<file path="config.mk">
export PLATFORM = sky130hd
export DESIGN_NAME = link_irq_fill_top
export DESIGN_NICKNAME = d
export VERILOG_FILES = /design/src/rtl/lif_pkg.sv /design/src/rtl/lif_tx_inject.sv /design/src/rtl/lif_rx_filter.sv /design/src/rtl/lif_rx_fifo.sv /design/src/rtl/link_irq_fill_top.sv
export SDC_FILE = /design/constraint.sdc
export NUM_CORES = 1
export LEC_CHECK = 0
export ABC_AREA = 1
export BUFFER_PORTS_ARGS = -buffer_cell sky130_fd_sc_hd__buf_2
export CORE_ASPECT_RATIO = 0.75
export CORE_UTILIZATION = 50
export CTS_BUF_LIST = sky130_fd_sc_hd__clkbuf_8
export DETAILED_ROUTE_END_ITERATION = 7
export PLACE_DENSITY = 0.67
export SETUP_SLACK_MARGIN = 0.2
export SLEW_MARGIN = 0
export SYNTH_ARGS = -nofsm -noshare
export SYNTH_HDL_FRONTEND = slang
export SYNTH_HIERARCHICAL = 1
export SYNTH_SLANG_ARGS = --single-unit
</file>
<file path="constraint.sdc">
create_clock -name clk -period 3.7 [get_ports clk]
set_clock_uncertainty 0.05 [all_clocks]
set_input_delay 0.185 -clock clk [delete_from_list [all_inputs] [get_ports clk]]
set_output_delay 0.185 -clock clk [all_outputs]
set_load 0.01 [all_outputs]
</file>
<file path="src/rtl/lif_pkg.sv">
package lif_pkg;
  localparam int CODE_W = 8;
  localparam logic [CODE_W-1:0] CODE_IRQ_SET = 8'h1C;
  localparam logic [CODE_W-1:0] CODE_IRQ_CLR = 8'h7C;
  localparam logic [CODE_W-1:0] CODE_FILL    = 8'hBC;

  typedef enum logic [1:0] {
    POL_KEEP_ALL = 2'd0,
    POL_ONE_FILL = 2'd1,
    POL_STRIP_A  = 2'd2,
    POL_STRIP_B  = 2'd3
  } lif_policy_e;
endpackage

</file>
<file path="src/rtl/lif_tx_inject.sv">
module lif_tx_inject
  import lif_pkg::*;
(
  input  logic              clk,
  input  logic              rst,
  input  logic              irq_lvl,
  input  logic              slot,
  input  logic              dat_valid,
  input  logic [CODE_W-1:0] dat_code,
  input  logic              dat_k,
  output logic              dat_ready,
  output logic              chr_valid,
  output logic [CODE_W-1:0] chr_code,
  output logic              chr_k
);
  logic irq_q;
  logic pend;
  logic pend_lvl;
  logic lvl_edge;

  assign lvl_edge  = irq_lvl ^ irq_q;
  assign dat_ready = slot & ~pend & dat_valid;

  always_ff @(posedge clk) begin
    if (rst) begin
      irq_q     <= 1'b0;
      pend      <= 1'b0;
      pend_lvl  <= 1'b0;
      chr_valid <= 1'b0;
      chr_code  <= '0;
      chr_k     <= 1'b0;
    end else begin
      irq_q <= irq_lvl;
      if (lvl_edge) begin
        pend     <= 1'b1;
        pend_lvl <= irq_lvl;
      end else if (slot) begin
        pend <= 1'b0;
      end
      chr_valid <= slot;
      if (slot) begin
        if (pend) begin
          chr_code <= pend_lvl ? CODE_IRQ_SET : CODE_IRQ_CLR;
          chr_k    <= 1'b1;
        end else if (dat_valid) begin
          chr_code <= dat_code;
          chr_k    <= dat_k;
        end else begin
          chr_code <= CODE_FILL;
          chr_k    <= 1'b1;
        end
      end
    end
  end

  AST_CMD_TAKES_SLOT: assert property (@(posedge clk) disable iff (rst)
    (slot && pend) |=> (chr_valid && chr_k &&
      chr_code == ($past(pend_lvl) ? CODE_IRQ_SET : CODE_IRQ_CLR)));
  AST_EDGE_ARMS: assert property (@(posedge clk) disable iff (rst)
    lvl_edge |=> (pend && pend_lvl == $past(irq_lvl)));
  AST_SLOT_VALID: assert property (@(posedge clk) disable iff (rst)
    slot |=> chr_valid);
  AST_NO_SLOT_IDLE: assert property (@(posedge clk) disable iff (rst)
    !slot |=> !chr_valid);
endmodule

</file>
<file path="src/rtl/lif_rx_filter.sv">
module lif_rx_filter
  import lif_pkg::*;
(
  input  logic              clk,
  input  logic              rst,
  input  logic              in_valid,
  input  logic [CODE_W-1:0] in_code,
  input  logic              in_k,
  input  logic [1:0]        policy,
  output logic              irq,
  output logic              wr_en,
  output logic [CODE_W-1:0] wr_code,
  output logic              wr_k,
  output logic              wr_fill
);
  logic is_set, is_clr, is_cmd, is_fill;
  logic last_fill;
  logic keep;

  assign is_set  = in_valid & in_k & (in_code == CODE_IRQ_SET);
  assign is_clr  = in_valid & in_k & (in_code == CODE_IRQ_CLR);
  assign is_cmd  = is_set | is_clr;
  assign is_fill = in_valid & in_k & (in_code == CODE_FILL);

  always_comb begin
    case (lif_policy_e'(policy))
      POL_KEEP_ALL: keep = in_valid;
      POL_ONE_FILL: keep = in_valid & ~is_cmd & ~(is_fill & last_fill);
      default:      keep = in_valid & ~is_cmd & ~is_fill;
    endcase
  end

  always_ff @(posedge clk) begin
    if (rst) begin
      irq       <= 1'b0;
      wr_en     <= 1'b0;
      wr_code   <= '0;
      wr_k      <= 1'b0;
      wr_fill   <= 1'b0;
      last_fill <= 1'b0;
    end else begin
      if (is_set)      irq <= 1'b1;
      else if (is_clr) irq <= 1'b0;
      wr_en   <= keep;
      wr_code <= in_code;
      wr_k    <= in_k;
      wr_fill <= is_fill;
      if (keep) last_fill <= is_fill;
    end
  end

  AST_SET_RAISES: assert property (@(posedge clk) disable iff (rst)
    is_set |=> irq);
  AST_CLR_LOWERS: assert property (@(posedge clk) disable iff (rst)
    is_clr |=> !irq);
  AST_KEEP_ALL: assert property (@(posedge clk) disable iff (rst)
    (in_valid && policy == 2'd0) |=> wr_en);
  AST_NO_CMD_STORED: assert property (@(posedge clk) disable iff (rst)
    (is_cmd && policy != 2'd0) |=> !wr_en);
  AST_STRIP_FILL: assert property (@(posedge clk) disable iff (rst)
    (is_fill && policy[1]) |=> !wr_en);
endmodule

</file>
<file path="src/rtl/lif_rx_fifo.sv">
module lif_rx_fifo
  import lif_pkg::*;
#(
  parameter int DEPTH = 16
) (
  input  logic              clk,
  input  logic              rst,
  input  logic              wr_en,
  input  logic [CODE_W-1:0] wr_code,
  input  logic              wr_k,
  input  logic              wr_fill,
  input  logic              rd_en,
  output logic              rd_vld,
  output logic [CODE_W-1:0] rd_code,
  output logic              rd_k,
  output logic              avail,
  output logic              full
);
  localparam int AW = (DEPTH > 1) ? $clog2(DEPTH) : 1;
  localparam int DW = CODE_W + 1;
  localparam logic [AW-1:0] LAST_PTR = AW'(DEPTH - 1);
  localparam logic [AW:0]   FULL_CNT = (AW + 1)'(DEPTH);

  logic [DW-1:0]    mem [DEPTH];
  logic [DW-1:0]    rd_q;
  logic [DEPTH-1:0] fill_flag;
  logic [AW-1:0]    wp, rp;
  logic [AW:0]      cnt, cnt_n;
  logic [AW:0]      nf, nf_n;
  logic             do_wr, do_rd, wr_nf, rd_nf;

  function automatic logic [AW-1:0] ptr_inc(input logic [AW-1:0] p);
    return (p == LAST_PTR) ? '0 : p + 1'b1;
  endfunction

  assign do_rd = rd_en & (cnt != '0);
  assign do_wr = wr_en & ((cnt != FULL_CNT) | do_rd);
  assign wr_nf = do_wr & ~wr_fill;
  assign rd_nf = do_rd & ~fill_flag[rp];

  always_comb begin
    case ({do_wr, do_rd})
      2'b10:   cnt_n = cnt + 1'b1;
      2'b01:   cnt_n = cnt - 1'b1;
      default: cnt_n = cnt;
    endcase
    case ({wr_nf, rd_nf})
      2'b10:   nf_n = nf + 1'b1;
      2'b01:   nf_n = nf - 1'b1;
      default: nf_n = nf;
    endcase
  end

  always_ff @(posedge clk) begin
    if (do_wr) mem[wp] <= {wr_k, wr_code};
    if (do_rd) rd_q <= mem[rp];
  end

  always_ff @(posedge clk) begin
    if (rst) begin
      wp        <= '0;
      rp        <= '0;
      cnt       <= '0;
      nf        <= '0;
      fill_flag <= '0;
      rd_vld    <= 1'b0;
      avail     <= 1'b0;
      full      <= 1'b0;
    end else begin
      if (do_wr) begin
        wp            <= ptr_inc(wp);
        fill_flag[wp] <= wr_fill;
      end
      if (do_rd) rp <= ptr_inc(rp);
      cnt    <= cnt_n;
      nf     <= nf_n;
      rd_vld <= do_rd;
      avail  <= (nf_n != '0);
      full   <= (cnt_n == FULL_CNT);
    end
  end

  assign rd_k    = rd_q[DW-1];
  assign rd_code = rd_q[CODE_W-1:0];

  AST_NO_OVERFLOW: assert property (@(posedge clk) disable iff (rst)
    cnt <= FULL_CNT);
  AST_POP_NONEMPTY: assert property (@(posedge clk) disable iff (rst)
    rd_vld |-> ($past(cnt) != '0));
  AST_AVAIL_HAS_ENTRY: assert property (@(posedge clk) disable iff (rst)
    avail |-> (cnt != '0));
  AST_NONFILL_BOUND: assert property (@(posedge clk) disable iff (rst)
    nf <= cnt);
endmodule

</file>
<file path="src/rtl/link_irq_fill_top.sv">
module link_irq_fill_top
  import lif_pkg::*;
#(
  parameter int RX_DEPTH = 16
) (
  input  logic       clk,
  input  logic       rst,
  input  logic       tx_irq_lvl,
  input  logic       tx_slot,
  input  logic       tx_dat_valid,
  input  logic [7:0] tx_dat_code,
  input  logic       tx_dat_k,
  output logic       tx_dat_ready,
  output logic       tx_chr_valid,
  output logic [7:0] tx_chr_code,
  output logic       tx_chr_k,
  input  logic       rx_chr_valid,
  input  logic [7:0] rx_chr_code,
  input  logic       rx_chr_k,
  input  logic [1:0] rx_policy,
  output logic       rx_irq,
  input  logic       rx_rd,
  output logic       rx_rd_vld,
  output logic [7:0] rx_rd_code,
  output logic       rx_rd_k,
  output logic       rx_avail,
  output logic       rx_full
);
  logic              st_en;
  logic [CODE_W-1:0] st_code;
  logic              st_k;
  logic              st_fill;

  lif_tx_inject u_tx (
    .clk       (clk),
    .rst       (rst),
    .irq_lvl   (tx_irq_lvl),
    .slot      (tx_slot),
    .dat_valid (tx_dat_valid),
    .dat_code  (tx_dat_code),
    .dat_k     (tx_dat_k),
    .dat_ready (tx_dat_ready),
    .chr_valid (tx_chr_valid),
    .chr_code  (tx_chr_code),
    .chr_k     (tx_chr_k)
  );

  lif_rx_filter u_filt (
    .clk      (clk),
    .rst      (rst),
    .in_valid (rx_chr_valid),
    .in_code  (rx_chr_code),
    .in_k     (rx_chr_k),
    .policy   (rx_policy),
    .irq      (rx_irq),
    .wr_en    (st_en),
    .wr_code  (st_code),
    .wr_k     (st_k),
    .wr_fill  (st_fill)
  );

  lif_rx_fifo #(.DEPTH(RX_DEPTH)) u_fifo (
    .clk     (clk),
    .rst     (rst),
    .wr_en   (st_en),
    .wr_code (st_code),
    .wr_k    (st_k),
    .wr_fill (st_fill),
    .rd_en   (rx_rd),
    .rd_vld  (rx_rd_vld),
    .rd_code (rx_rd_code),
    .rd_k    (rx_rd_k),
    .avail   (rx_avail),
    .full    (rx_full)
  );
endmodule

</file>
**Yosys cells after proc, flatten, opt, wreduce, memory -nomap -nowiden**

Memory sizes are Yosys's and may differ from the RTL's. A register that Yosys moved wholly into a read port is not among the register bits.
Index checks and enable logic that the tools add are counted.
Widths: inputs -> output; s select.

- Flip-flop bits (word level): 63
- Output and inout port bits: 24
- Memory bits (writable): 144
- Memories kept: 1

- Reductions and logical operators: 6
- Bitwise gates (word level): 23
- Magnitude comparators: 3
- Equal/unequal tests: 12
- Muxes and demuxes: 21
- Add/subtract/negate cells: 6

Memories:

| memory | depth | width | rd ports | clocked after memory_dff | wr ports | line | text |
|---|---|---|---|---|---|---|---|
| u_fifo.mem | 16 | 9 | 1 | 1 | 1 | lif_rx_fifo.sv:24 | `logic [DW-1:0] mem [DEPTH];` |

Operator list:

| operator | number |
|---|---|
| $pmux 5 s2 | 2 |
| $bwmux 16 | 1 |
| $mux 8 | 2 |
| $and 1x1->1 | 14 |
| $add 5x1->5 const B | 2 |
| $lt 4x5->1 const B | 2 |
| $mux 1 | 10 |
| $reduce_bool 5->1 | 2 |
| $sub 5x1->5 const B | 2 |
| $add 4x1->4 const B | 2 |
| $eq 4x4->1 const B | 2 |
| $eq 8x5->1 const B | 1 |
| $eq 8x7->1 const B | 1 |
| $eq 8x8->1 const B | 1 |
| $mux 4 | 2 |
| $mux 7 | 1 |
| $eq 2x1->1 const B | 3 |
| $not 1->1 | 6 |
| $eq 5x5->1 const B | 1 |
| $ne 5x5->1 const B | 1 |
| $bmux 1 s4 | 1 |
| $demux 1 s4 | 1 |
| $eq 2x2->1 const B | 2 |
| $ge 4x1->1 const B | 1 |
| 6 further kinds | 8 |

**Logic depth before layout (Yosys ltp)**

Gate-level depths: netlist of the first run.

- Depth in word-level cells: 8
- Depth in mapped cells: 19

**By module**

Netlist of the first run, hierarchy kept.

Modules (own cells, without submodules):

| module | instances | sequential area each (sq um) | area an instance (sq um) | cells an instance |
|---|---|---|---|---|
| lif_rx_fifo | 1 | 5335.1 | 8020.2 | 729 |
| lif_rx_filter | 1 | 260.2 | 500.5 | 68 |
| lif_tx_inject | 1 | 260.2 | 495.5 | 68 |

**Worst setup path before layout of the first run**

OpenSTA, ideal clock, no wires.

- Path kind: flip-flop to flip-flop
- Start: reg u_fifo.rp[0]
- End: reg u_fifo.avail
- Setup time: 0.058 ns
- Clock period less this slack: 2.438 ns
- Buffers on the path: 2
- Stages on the path, launching flop included: 19
- Path slack: 1.262 ns
- Data arrival time: 2.330 ns
- Required time: 3.592 ns
- Path through: dfxtp_1 > buf_4 > buf_6 > a21oi_1 > o21ai_1 > o21ai_1 > nand2_1 > nand3_1 > nor2_1 > ha_1 > fa_1 > nand2_1 > nand2_1 > a21oi_1 > xor2_1 > nand2_1 > nand2_1 > nand2_1 > nand2_1

- Cells in the longest elaborated chain, start to end: 7
- Elaborated cells on any way between the ends: 8

Ends and longest elaborated chain:

| element | line | text |
|---|---|---|
| start: declaration | lif_rx_fifo.sv:27 | `logic [AW-1:0] wp, rp;` |
| start signal: assignment | lif_rx_fifo.sv:74 | `if (do_rd) rp <= ptr_inc(rp);` |
| $bmux 1 s4 * | lif_rx_fifo.sv:39 | `assign rd_nf = do_rd & ~fill_flag[rp];` |
| $mux 1 (not written as such) * | lif_rx_fifo.sv:39 |  |
| $not 1->1 * | lif_rx_fifo.sv:39 |  |
| $and 1x1->1 * | lif_rx_fifo.sv:39 |  |
| $eq 2x1->1 / $eq 2x2->1 (equally long branches) | lif_rx_fifo.sv:47 | `case ({wr_nf, rd_nf})` |
| $pmux 5 s2 * | lif_rx_fifo.sv:47 |  |
| $reduce_bool 5->1 * | lif_rx_fifo.sv:78 | `avail <= (nf_n != '0);` |
| end signal: assignment | lif_rx_fifo.sv:78 |  |
| end: declaration | lif_rx_fifo.sv:16 | `output logic avail,` |

Every way passes the cells marked *; elsewhere a longest branch is shown, timed or not. The select of a mux whose other input is x is not followed.
A chain may end at the register's enable or synchronous reset.

**Worst setup path after layout of the first run**

- Start: reg u_fifo.rp[2]
- End: reg u_fifo.avail

The elaborated chain is that of the path after synthesis.

==> results of run 1 <==
registers in the layout (all words and copies together) (netlist names), 4 cells and up:
signal / cells
u_fifo/nf: 5
u_fifo/cnt: 5
u_fifo/wp: 4
u_fifo/rp: 4
u_fifo/fill_flag: 16
u_fifo/rd_q: 9
u_filt/wr_code: 8
u_fifo/mem: 144
u_tx/chr_code: 8
layout by cell type (no fill, tap or decap), types with 3 or more instances in the layout:
master and instances:
edfxtp_1 153, dlygate4sd3_1 36, a21oi_1 42, o22ai_1 23, clkbuf_8 36, nand2_1 119
buf_2 50, o211ai_1 12, nor2_2 5, bufinv_16 3, nand2_4 9, o21ai_0 88
nor2_1 141, dfxtp_1 62, clkinv_1 7, xor2_1 5, o21ai_1 15, buf_4 10
nand3_1 33, ha_1 12, nand2_2 4, inv_2 6, o221ai_1 8, inv_1 88
nand4_1 3
power breakdown:
part	internal [mW]	switching, mW	leakage, nW	total (mW)
logic	0.672	1.32	1.90	1.99
registers	2.78	0.126	1.92	2.90
clock network	1.11	0.888	0.391	2.00
total	4.56	2.33	4.21	6.89
kinds of logic after synthesis:
logic type               synth area share (%)
AO/OA/AOI/OAI                            11.5
XOR/XNOR                                0.680
adder cells (fa/ha/maj)                  1.89
buffers and inverters                    5.56
flip-flops                               64.9
AND/OR/NAND/NOR                          15.4
layer usage:
layer  up-vias  global-route usage [%]  part of all wire [%]
li1       3157                       -                     -
met1      3008                    35.9                    49
met2       242                    33.3                    42
met3        32                    4.11                   7.0
met4         0                    7.89                   1.8
met5         -                       0                     0
path summary, 6_finish.rpt:
check                                                   start                             to  slack (ns)
worst min register to register  u_tx/chr_code[1]$_SDFFE_PP0P_  u_tx/chr_code[1]$_SDFFE_PP0P_        0.42
worst max register to register      u_fifo/rp[2]$_SDFFE_PP0P_        u_fifo/avail$_SDFF_PP0_        0.71
worst max-delay path                u_fifo/rp[2]$_SDFFE_PP0P_        u_fifo/avail$_SDFF_PP0_        0.71
worst min-delay path                                    rx_rd       u_fifo/rd_vld$_SDFF_PP0_        0.06
worst reg2reg max path: cells and delay by family, from the launching register on:
kind,cells,cell delay (ns)
adders and majority gates,2,0.63
buffers and inverters,1,0.07
and+or+nand+nor,6,0.90
AOI/OAI and AO/OA,3,0.47
DFF,1,0.76
final cells by class:
cell class                 instances  area [sq um]  share of cell area, %
tap                              242           303                   2.89
clock inverter                    25           176                   1.68
multi-input combinational        532          2660                   25.4
sequential                       216          5860                   55.9
timing repair buffer              96           686                   6.54
inverter                          81           307                   2.92
clock buffer                      36           495                   4.73
==> impl_results.md, run 1 <==
* Worst reg2reg path depth at 12
* Worst Hold Slack at 0.0618 ns
* Sequential fraction of the synthesis area at 64.9%
* # nets final at 1001
* Initial core utilization at 51.1%
* Count leader, synth: edfxtp_1
* Post-Place Setup Slack at 0.791 ns
* DRT iter0 DRCs at 685
* Clock sink total at 216
* Number of routed nets with antenna violations at 0
* Clock Path Buffers at 3
* Cells after Synth at 865
* CP Max Fanout at 19
* Grt ovf at 0
* Synth Warn # at 6
* Ports at 51
* Yosys top cell by area: edfxtp_1
* DRT Pass-1 Iters at 7
* Die width at 157 um
* Crit share post-route at 80.8%
* Status: finished clean
* Gpl congestion at 0.911
* H-Tree Depth at 2
* Final min period at 2.99 ns
* Rows at 42
* Initial antenna violation count at 0
* Remaining DRCs at 0
* Top cells by area, synth: edfxtp_1 (51%), dfxtp_1 (14%), nor2_1 (5.9%), nand2_1 (5.0%), o21ai_0 (4.9%)
* Post-synth EDFFs at 153
* CP bufs+invs at 1
* Max-slew violations at 0
* Actual slew at the worst max-slew pin at 0.756 ns
* Worst Path Required at 4.06 ns
* Leakage at 4.21 nW
* Post-synth top cells: edfxtp_1 (153), nor2_1 (141), nand2_1 (119), o21ai_0 (88), inv_1 (73)
* Max-cap violations at 0
* Final Hold Fails at 0
* Clock Latency Late Sink at 0.51 ns
* Die footprint at 0.0186 sq mm
* Placed Cells incl. Taps at 1131
* Slowest CP cell: dfxtp_1
* Delay of the slowest critical-path stage at 0.76 ns
* Number of library cell types mapped by synthesis at 37
* Worst min-delay path class: input pin to flop
* Finished Layout Cells at 1228
* Largest net degree at the start of global routing at 43
* Most frequent CP cell: nor2_1
* First-pass GRT wire length at 32600 um
* Core box area at 0.0177 sq mm
* CTS tree: built
* Setup WS post-layout at 0.712 ns
* Clk pin slew, worst setup/hold paths at 0.06 ns
* Synth Cell Area at 0.00902 sq mm
* Final setup viols at 0
* Chip Height at 118 um
* Vias in the first global route at 6067
* Vias at 6439
* Vias per inst at 5.24
* # port buffers at 50
* Critical path startpoint category: flop
* GRT Total Usage at 23.4%
* N_diodes at 0
* Share of layout cells above drive strength 1 at 13.3%
* Post-synth ARST share at 0%
* Unrepaired setup endpoints after global routing: false
* CTS hold repair buffers at 36
* Hold Path Stages at 3
* Post-cts resize count at 0
* Setup crit end kind: flop
* Fin Setup TNS at 0 ns
* Top cell type's share of synthesized area at 51.0%
* Layout Area Growth over Synthesis at 16.3%
* Root Driver: clkbuf_8
* Worst EP arrival at 3.34 ns
* Core Util, Final at 59.4%
* DP HPWL at 13000 um
* Main synth FF type: edfxtp_1
* Fill cells at 1469
* Cell area after layout at 0.0105 sq mm
* Max Freq at 335 MHz
* CP cell instances: nor2_1 -> nand2_1 -> nand3_1 -> nor2_1 -> ha_1 -> ha_1 -> a21oi_1 -> a21oi_1 -> o21ai_0 -> inv_1 -> nor2_1 -> nand2_1
* Pwr Total at 6.89 mW
* Mapped Nets at 905
* Max-Slew Margin vs Limit at 49.5%
* Max rail drop VDD at 0.404 mV
* Setup bufs post-CTS at 0
* CTS buffer count at 34
* WL/cell at 16.7 um
* Yosys reg bits at 216
* Mean Syn Cell Area at 10.4 sq um
* Wirelength, routed at 20400 um
* CP top delay family: simple AND/OR/NAND/NOR gates
* WP depth at 12
* PwrDens at 657 mW/mm^2
* DP Area at 0.00945 sq mm
* Crit Path Category: flop to flop
Note: power is estimated with default switching activity, not from simulation.
==> run 2: changes to the inputs <==
==> constraint.sdc (replaced) <==
create_clock -name clk -period 2.9 [get_ports clk]
set_clock_uncertainty 0.05 [all_clocks]
set_input_delay 0.145 -clock clk [delete_from_list [all_inputs] [get_ports clk]]
set_output_delay 0.145 -clock clk [all_outputs]
set_load 0.01 [all_outputs]
==> run 2 against run 1 <==
  * First-iteration DRC count down 29%
  * Clock-buffer cell count up 1
  * Wire length down 0.29%
  * Combinational power up 30%
  * Power up 25%
  * Via count about the same
  * Fmax up 22%
  * Critical path type unchanged
==> impl_results.md, run 2 (synthesis results as in run 1) <==
* Max Freq at 410 MHz
* Clk pin slew, worst setup/hold paths at 0.06 ns
* Cell area after layout at 0.0105 sq mm
* Registers with the most flip-flops: u_fifo/mem (144), u_fifo/fill_flag (16), u_fifo/rd_q (9)
* GRT Total Usage at 23.1%
* Die footprint at 0.0186 sq mm
* Clock Path Buffers at 3
* DRT iter0 DRCs at 489
* Setup crit end kind: flop
* Fin Setup TNS at 0 ns
* Vias per inst at 5.21
* Clock sink total at 216
* Critical path origin: u_fifo/rp[2]$_SDFFE_PP0P_
* Die width at 157 um
* Critical Path End: u_fifo/avail$_SDFF_PP0_
* Core box area at 0.0177 sq mm
* Fill cells at 1478
* Core Util, Final at 59.5%
* Most common cell after layout, fill and taps aside: edfxtp_1
* Final min period at 2.44 ns
* R2R setup slack at 0.46 ns
* Worst Path Required at 3.31 ns
* Initial core utilization at 51.1%
* DP Area at 0.00951 sq mm
* Max reg flops at 144
* Ports at 51
* Initial antenna violation count at 0
* Chip Height at 118 um
* Vias in the first global route at 6113
* Vias at 6433
* Root Driver: clkbuf_8
* Max-slew violations at 0
* Layout Area Growth over Synthesis at 16.5%
* Multi-input gate area at 0.00267 sq mm
* N_diodes at 0
* Remaining DRCs at 0
* WL/cell at 16.5 um
* Gpl congestion at 0.820
* Actual slew at the worst max-slew pin at 0.715 ns
* DP HPWL at 12700 um
* Max rail drop VDD at 0.474 mV
* First-pass GRT wire length at 32400 um
* Worst reg2reg path startpoint: u_fifo/rp[2]$_SDFFE_PP0P_
* Clock Latency Late Sink at 0.52 ns
* Max-Slew Margin vs Limit at 52.3%
* Rows at 42
* CTS tree: built
* Crit Path Category: flop to flop
* Largest net degree at the start of global routing at 38
* Worst min-delay path class: input pin to flop
* Critical path startpoint category: flop
* Number of routed nets with antenna violations at 0
* DRT Pass-1 Iters at 5
* Wirelength, routed at 20400 um
* # port buffers at 50
* Unrepaired setup endpoints after global routing: false
* Pwr Total at 8.60 mW
* CTS buffer count at 34
* Status: finished clean
* Crit share post-route at 84.2%
* Share of layout cells above drive strength 1 at 14.9%
* Commonest non-fill, non-tap cells in the layout: edfxtp_1 (153), nor2_1 (140), nand2_1 (119)
* Worst Hold Slack at 0.0140 ns
* Grt ovf at 0
* FF-to-FF End: u_fifo/avail$_SDFF_PP0_
* Register area at 0.00586 sq mm
* H-Tree Depth at 2
* Leakage at 4.23 nW
* CP Max Fanout at 11
* PwrDens at 819 mW/mm^2
* Worst reg2reg path depth at 15
* Worst EP arrival at 2.85 ns
* Max-cap violations at 0
* Final Hold Fails at 0
* Biggest register: u_fifo/mem
* # nets final at 1011
* Final setup viols at 0
-- run 2: cell types whose count changed in the layout (fill, tap and decap cells not counted), sizes merged --
| cell | change |
|---|---|
| clkinvlp | +1 |
| inv | +1 |
| buf | +10 |
| bufinv | -3 |
| clkbuf | +1 |
| clkinv | -4 |
-- run 2: what timing repair did --
action / 4_1_cts / 5_1_grt
gates resized for setup: 0 / 7
endpoints found under the hold margin: 27 / 0
hold buffers: 36 / 0
setup endpoints to repair: 0 / 3
buffers inserted: 0 / 2
-- run 2: worst min path at each step --
stage / slack [ns] / cells past startpoint / endpoint / start
after floorplan: 0.16 / 1 / u_filt/irq$_SDFFE_PP0P_ / rst
after global placement: 0.30 / 3 / u_tx/chr_code[2]$_SDFFE_PP0P_ / tx_dat_code[2]
after detailed placement: 0.31 / 3 / u_tx/chr_k$_SDFFE_PP0P_ / tx_dat_k
after CTS: 0.006 / 2 / u_filt/wr_code[7]$_SDFF_PP0_ / rst
after global routing: 0.03 / 2 / u_filt/wr_code[2]$_SDFF_PP0_ / rst
final: 0.01 / 2 / u_filt/wr_code[2]$_SDFF_PP0_ / rst
-- run 2: layer usage --
| metal | track usage (%) | wire length [um] | vias to the layer above |
|---|---|---|---|
| li1 | - | - | 3184 |
| met1 | 34.0 | 9560 | 2997 |
| met3 | 5.21 | 1550 | 32 |
| met4 | 8.07 | 386 | 0 |
| met2 | 33.6 | 8890 | 220 |
| met5 | 0 | 0 | - |
-- run 2: area by class of cell --
cell class | count | area share [%]
multi-input combinational | 532 | 25.4
clock inverter | 20 | 0.858
sequential | 216 | 55.8
timing repair buffer | 106 | 7.24
clock buffer | 37 | 4.85
inverter | 81 | 2.92
tap | 242 | 2.88
-- run 2: worst max-delay path: stages, from the launching register on --
cell and delay [ns]:
dfxtp_1 0.59, nand2_1 0.16, clkinv_1 0.09, nand2_1 0.05, nand3_1 0.10, nor2_2 0.06
ha_2 0.20, fa_1 0.40, nand2_1 0.10, nand2_1 0.06, a21oi_2 0.13, xor2_1 0.16
nand2_1 0.07, nand2_1 0.05, nand2_1 0.06, nand2_1 0.07
-- run 2: where the power goes --
group / total, mW / switching [mW] / internal [mW]
Combinational: 2.59 / 1.67 / 0.925
Sequential: 3.71 / 0.164 / 3.55
Clock: 2.29 / 1.12 / 1.17
-- run 2: metrics by stage --
step,std cells,setup WS (ns)
global placement,1139,0.400
floorplan,865,0.462
finish,1234,0.460
global route,1234,0.204
detailed placement,1139,0.326
CTS,1232,0.306
==> run 3: changes to the inputs <==
==> constraint.sdc (replaced) <==
create_clock -name clk -period 2.4 [get_ports clk]
set_clock_uncertainty 0.05 [all_clocks]
set_input_delay 0.12 -clock clk [delete_from_list [all_inputs] [get_ports clk]]
set_output_delay 0.12 -clock clk [all_outputs]
set_load 0.01 [all_outputs]
==> run 3 against run 2 <==
  * Die area is the same
  * Worst hold slack gained 0.069 ns
  * Final area grew 2.0%
  * Core utilization grew 1.2 points
  * Combinational power grew 32%
  * Sequential share of layout area shrank 1.0 points
==> impl_results.md, run 3 (synthesis results as in run 1) <==
* Root Driver: clkbuf_8
* Status: finished clean
* Grt ovf at 0
* Chip Height at 118 um
* Clock Latency Late Sink at 0.48 ns
* Max-cap violations at 0
* Placed Cells incl. Taps at 1148
* Clk pin slew, worst setup/hold paths at 0.06 ns
* Vias per inst at 5.27
* Max rail drop VDD at 0.454 mV
* N_diodes at 0
* Crit share post-route at 96.6%
* Final setup viols at 0
* Worst reg2reg path startpoint: u_fifo/rp[0]$_SDFFE_PP0P_
* Wirelength, routed at 20900 um
* WL/cell at 16.8 um
* Critical path origin: u_fifo/rp[0]$_SDFFE_PP0P_
* Die width at 157 um
* CP Max Fanout at 7
* Layout Area Growth over Synthesis at 18.8%
* Max-slew violations at 0
* Clock sink total at 216
* Finished Layout Cells at 1246
* Cell area after layout at 0.0107 sq mm
* Initial antenna violation count at 0
* Biggest register: u_fifo/mem
* Clock Path Buffers at 3
* Setup crit end kind: flop
* Vias at 6564
* Most common cell after layout, fill and taps aside: edfxtp_1
* H-Tree Depth at 2
* Worst EP arrival at 2.70 ns
* Leakage at 4.28 nW
* First-pass GRT wire length at 33200 um
* Unrepaired setup endpoints after global routing: true
* Gpl congestion at 0.873
* DP Area at 0.00960 sq mm
* Actual slew at the worst max-slew pin at 0.648 ns
* CTS buffer count at 34
* Max reg flops at 144
* Core box area at 0.0177 sq mm
* Registers with the most flip-flops: u_fifo/mem (144), u_fifo/fill_flag (16), u_fifo/rd_q (9)
* Min-delay src: rx_rd
* Die footprint at 0.0186 sq mm
* Ports at 51
* Worst min-delay path class: input pin to flop
* Rows at 42
* CTS tree: built
* # port buffers at 50
* Critical path startpoint category: flop
* Max-Slew Margin vs Limit at 56.8%
* DRT iter0 DRCs at 637
* GRT Total Usage at 23.3%
* Vias in the first global route at 6249
* Number of routed nets with antenna violations at 0
* Commonest non-fill, non-tap cells in the layout: edfxtp_1 (153), nor2_1 (139), nand2_1 (114)
* Share of layout cells above drive strength 1 at 18.3%
* Largest net degree at the start of global routing at 76
* PwrDens at 1000 mW/mm^2
* Remaining DRCs at 0
* Worst Path Required at 2.78 ns
* Crit Path Category: flop to flop
* DRT Pass-1 Iters at 4
* Final min period at 2.32 ns
* # nets final at 1021
* Max Freq at 432 MHz
* DP HPWL at 12700 um
* Final Hold Fails at 0
* Initial core utilization at 51.1%
==> run 3: changes by cell type in the layout (fill, tap and decap cells not counted), sizes merged <==
cell / before / now
inv: 96 / 91
clkinv: 3 / 11
buf: 70 / 82
clkinvlp: 2 / 1
dlygate4sd3: 36 / 33
bufinv: 0 / 1
==> run 3: critical path, cell delays in order, from the launching register on <==
cell and delay, ns:
dfxtp_4 0.35, buf_12 0.14, a21oi_2 0.12, o21ai_1 0.08
nand3_1 0.08, and3_4 0.19, nor2_4 0.04, ha_4 0.17
fa_2 0.35, nand2_2 0.08, nand2_2 0.05, a21oi_2 0.12
xor2_1 0.16, nand2_1 0.06, nand2_1 0.05, nand2_1 0.06
nand2_1 0.08
==> run 3: layout make-up <==
cell class	instances	area (sq um)
Clock buffer	36	495
Clock inverter	23	120
Fill cell	1454	6950
Inverter	81	317
Multi-Input combinational cell	532	2760
Sequential cell	216	5870
Tap cell	242	303
Timing Repair Buffer	116	847
==> run 3: power breakdown <==
part | internal (mW) | total (mW) | switching (mW)
clock network | 1.49 | 2.83 | 1.34
registers | 4.30 | 4.48 | 0.182
logic | 1.30 | 3.43 | 2.13
total | 7.09 | 10.7 | 3.65
==> run 3: path summary, 6_finish.rpt <==
path / slack [ns] / endpoint / cells after the start
max: 0.08 / u_fifo/avail$_SDFF_PP0_ / 16
min reg2reg: 0.41 / u_filt/irq$_SDFFE_PP0P_ / 2
min: 0.08 / u_fifo/rp[1]$_SDFFE_PP0P_ / 4
max reg2reg: 0.08 / u_fifo/avail$_SDFF_PP0_ / 16
==> run 3: stage by stage <==
| step | TNS (ns) | power [mW] | util [%] | setup WS [ns] | hold slack, ns |
|---|---|---|---|---|---|
| finish | 0 | 10.7 | 60.7 | 0.0827 | 0.0832 |
| global route | -0.111 | 11.4 | 60.7 | -0.0596 | 0.0818 |
| CTS | 0 | 10.6 | 60.3 | 0.0841 | 0.0606 |
| detailed placement | -0.0398 | 7.56 | 54.4 | -0.0228 | 0.287 |
| global placement | 0 | 7.53 | 54.4 | 0.0265 | 0.281 |
| floorplan | 0 | 6.71 | - | 0.142 | 0.139 |
==> run 3: timing repair <==
| action | 4_1_cts | 5_1_grt |
|---|---|---|
| setup endpoints to repair | 4 | 13 |
| pin swaps | 15 | 13 |
| buffers inserted | 4 | 2 |
| hold endpoints to repair | 36 | 0 |
| hold buffers | 33 | 0 |
| resized for setup | 19 | 20 |
==> run 3: metal layers <==
metal  vias to the layer above  global-route usage, %  routed length, um
met1                      3134                   35.5              10100
met5                         -                      0                  0
met2                       205                   34.1               9010
met4                         0                   5.95                349
met3                        31                   4.58               1450
li1                       3194                      -                  -
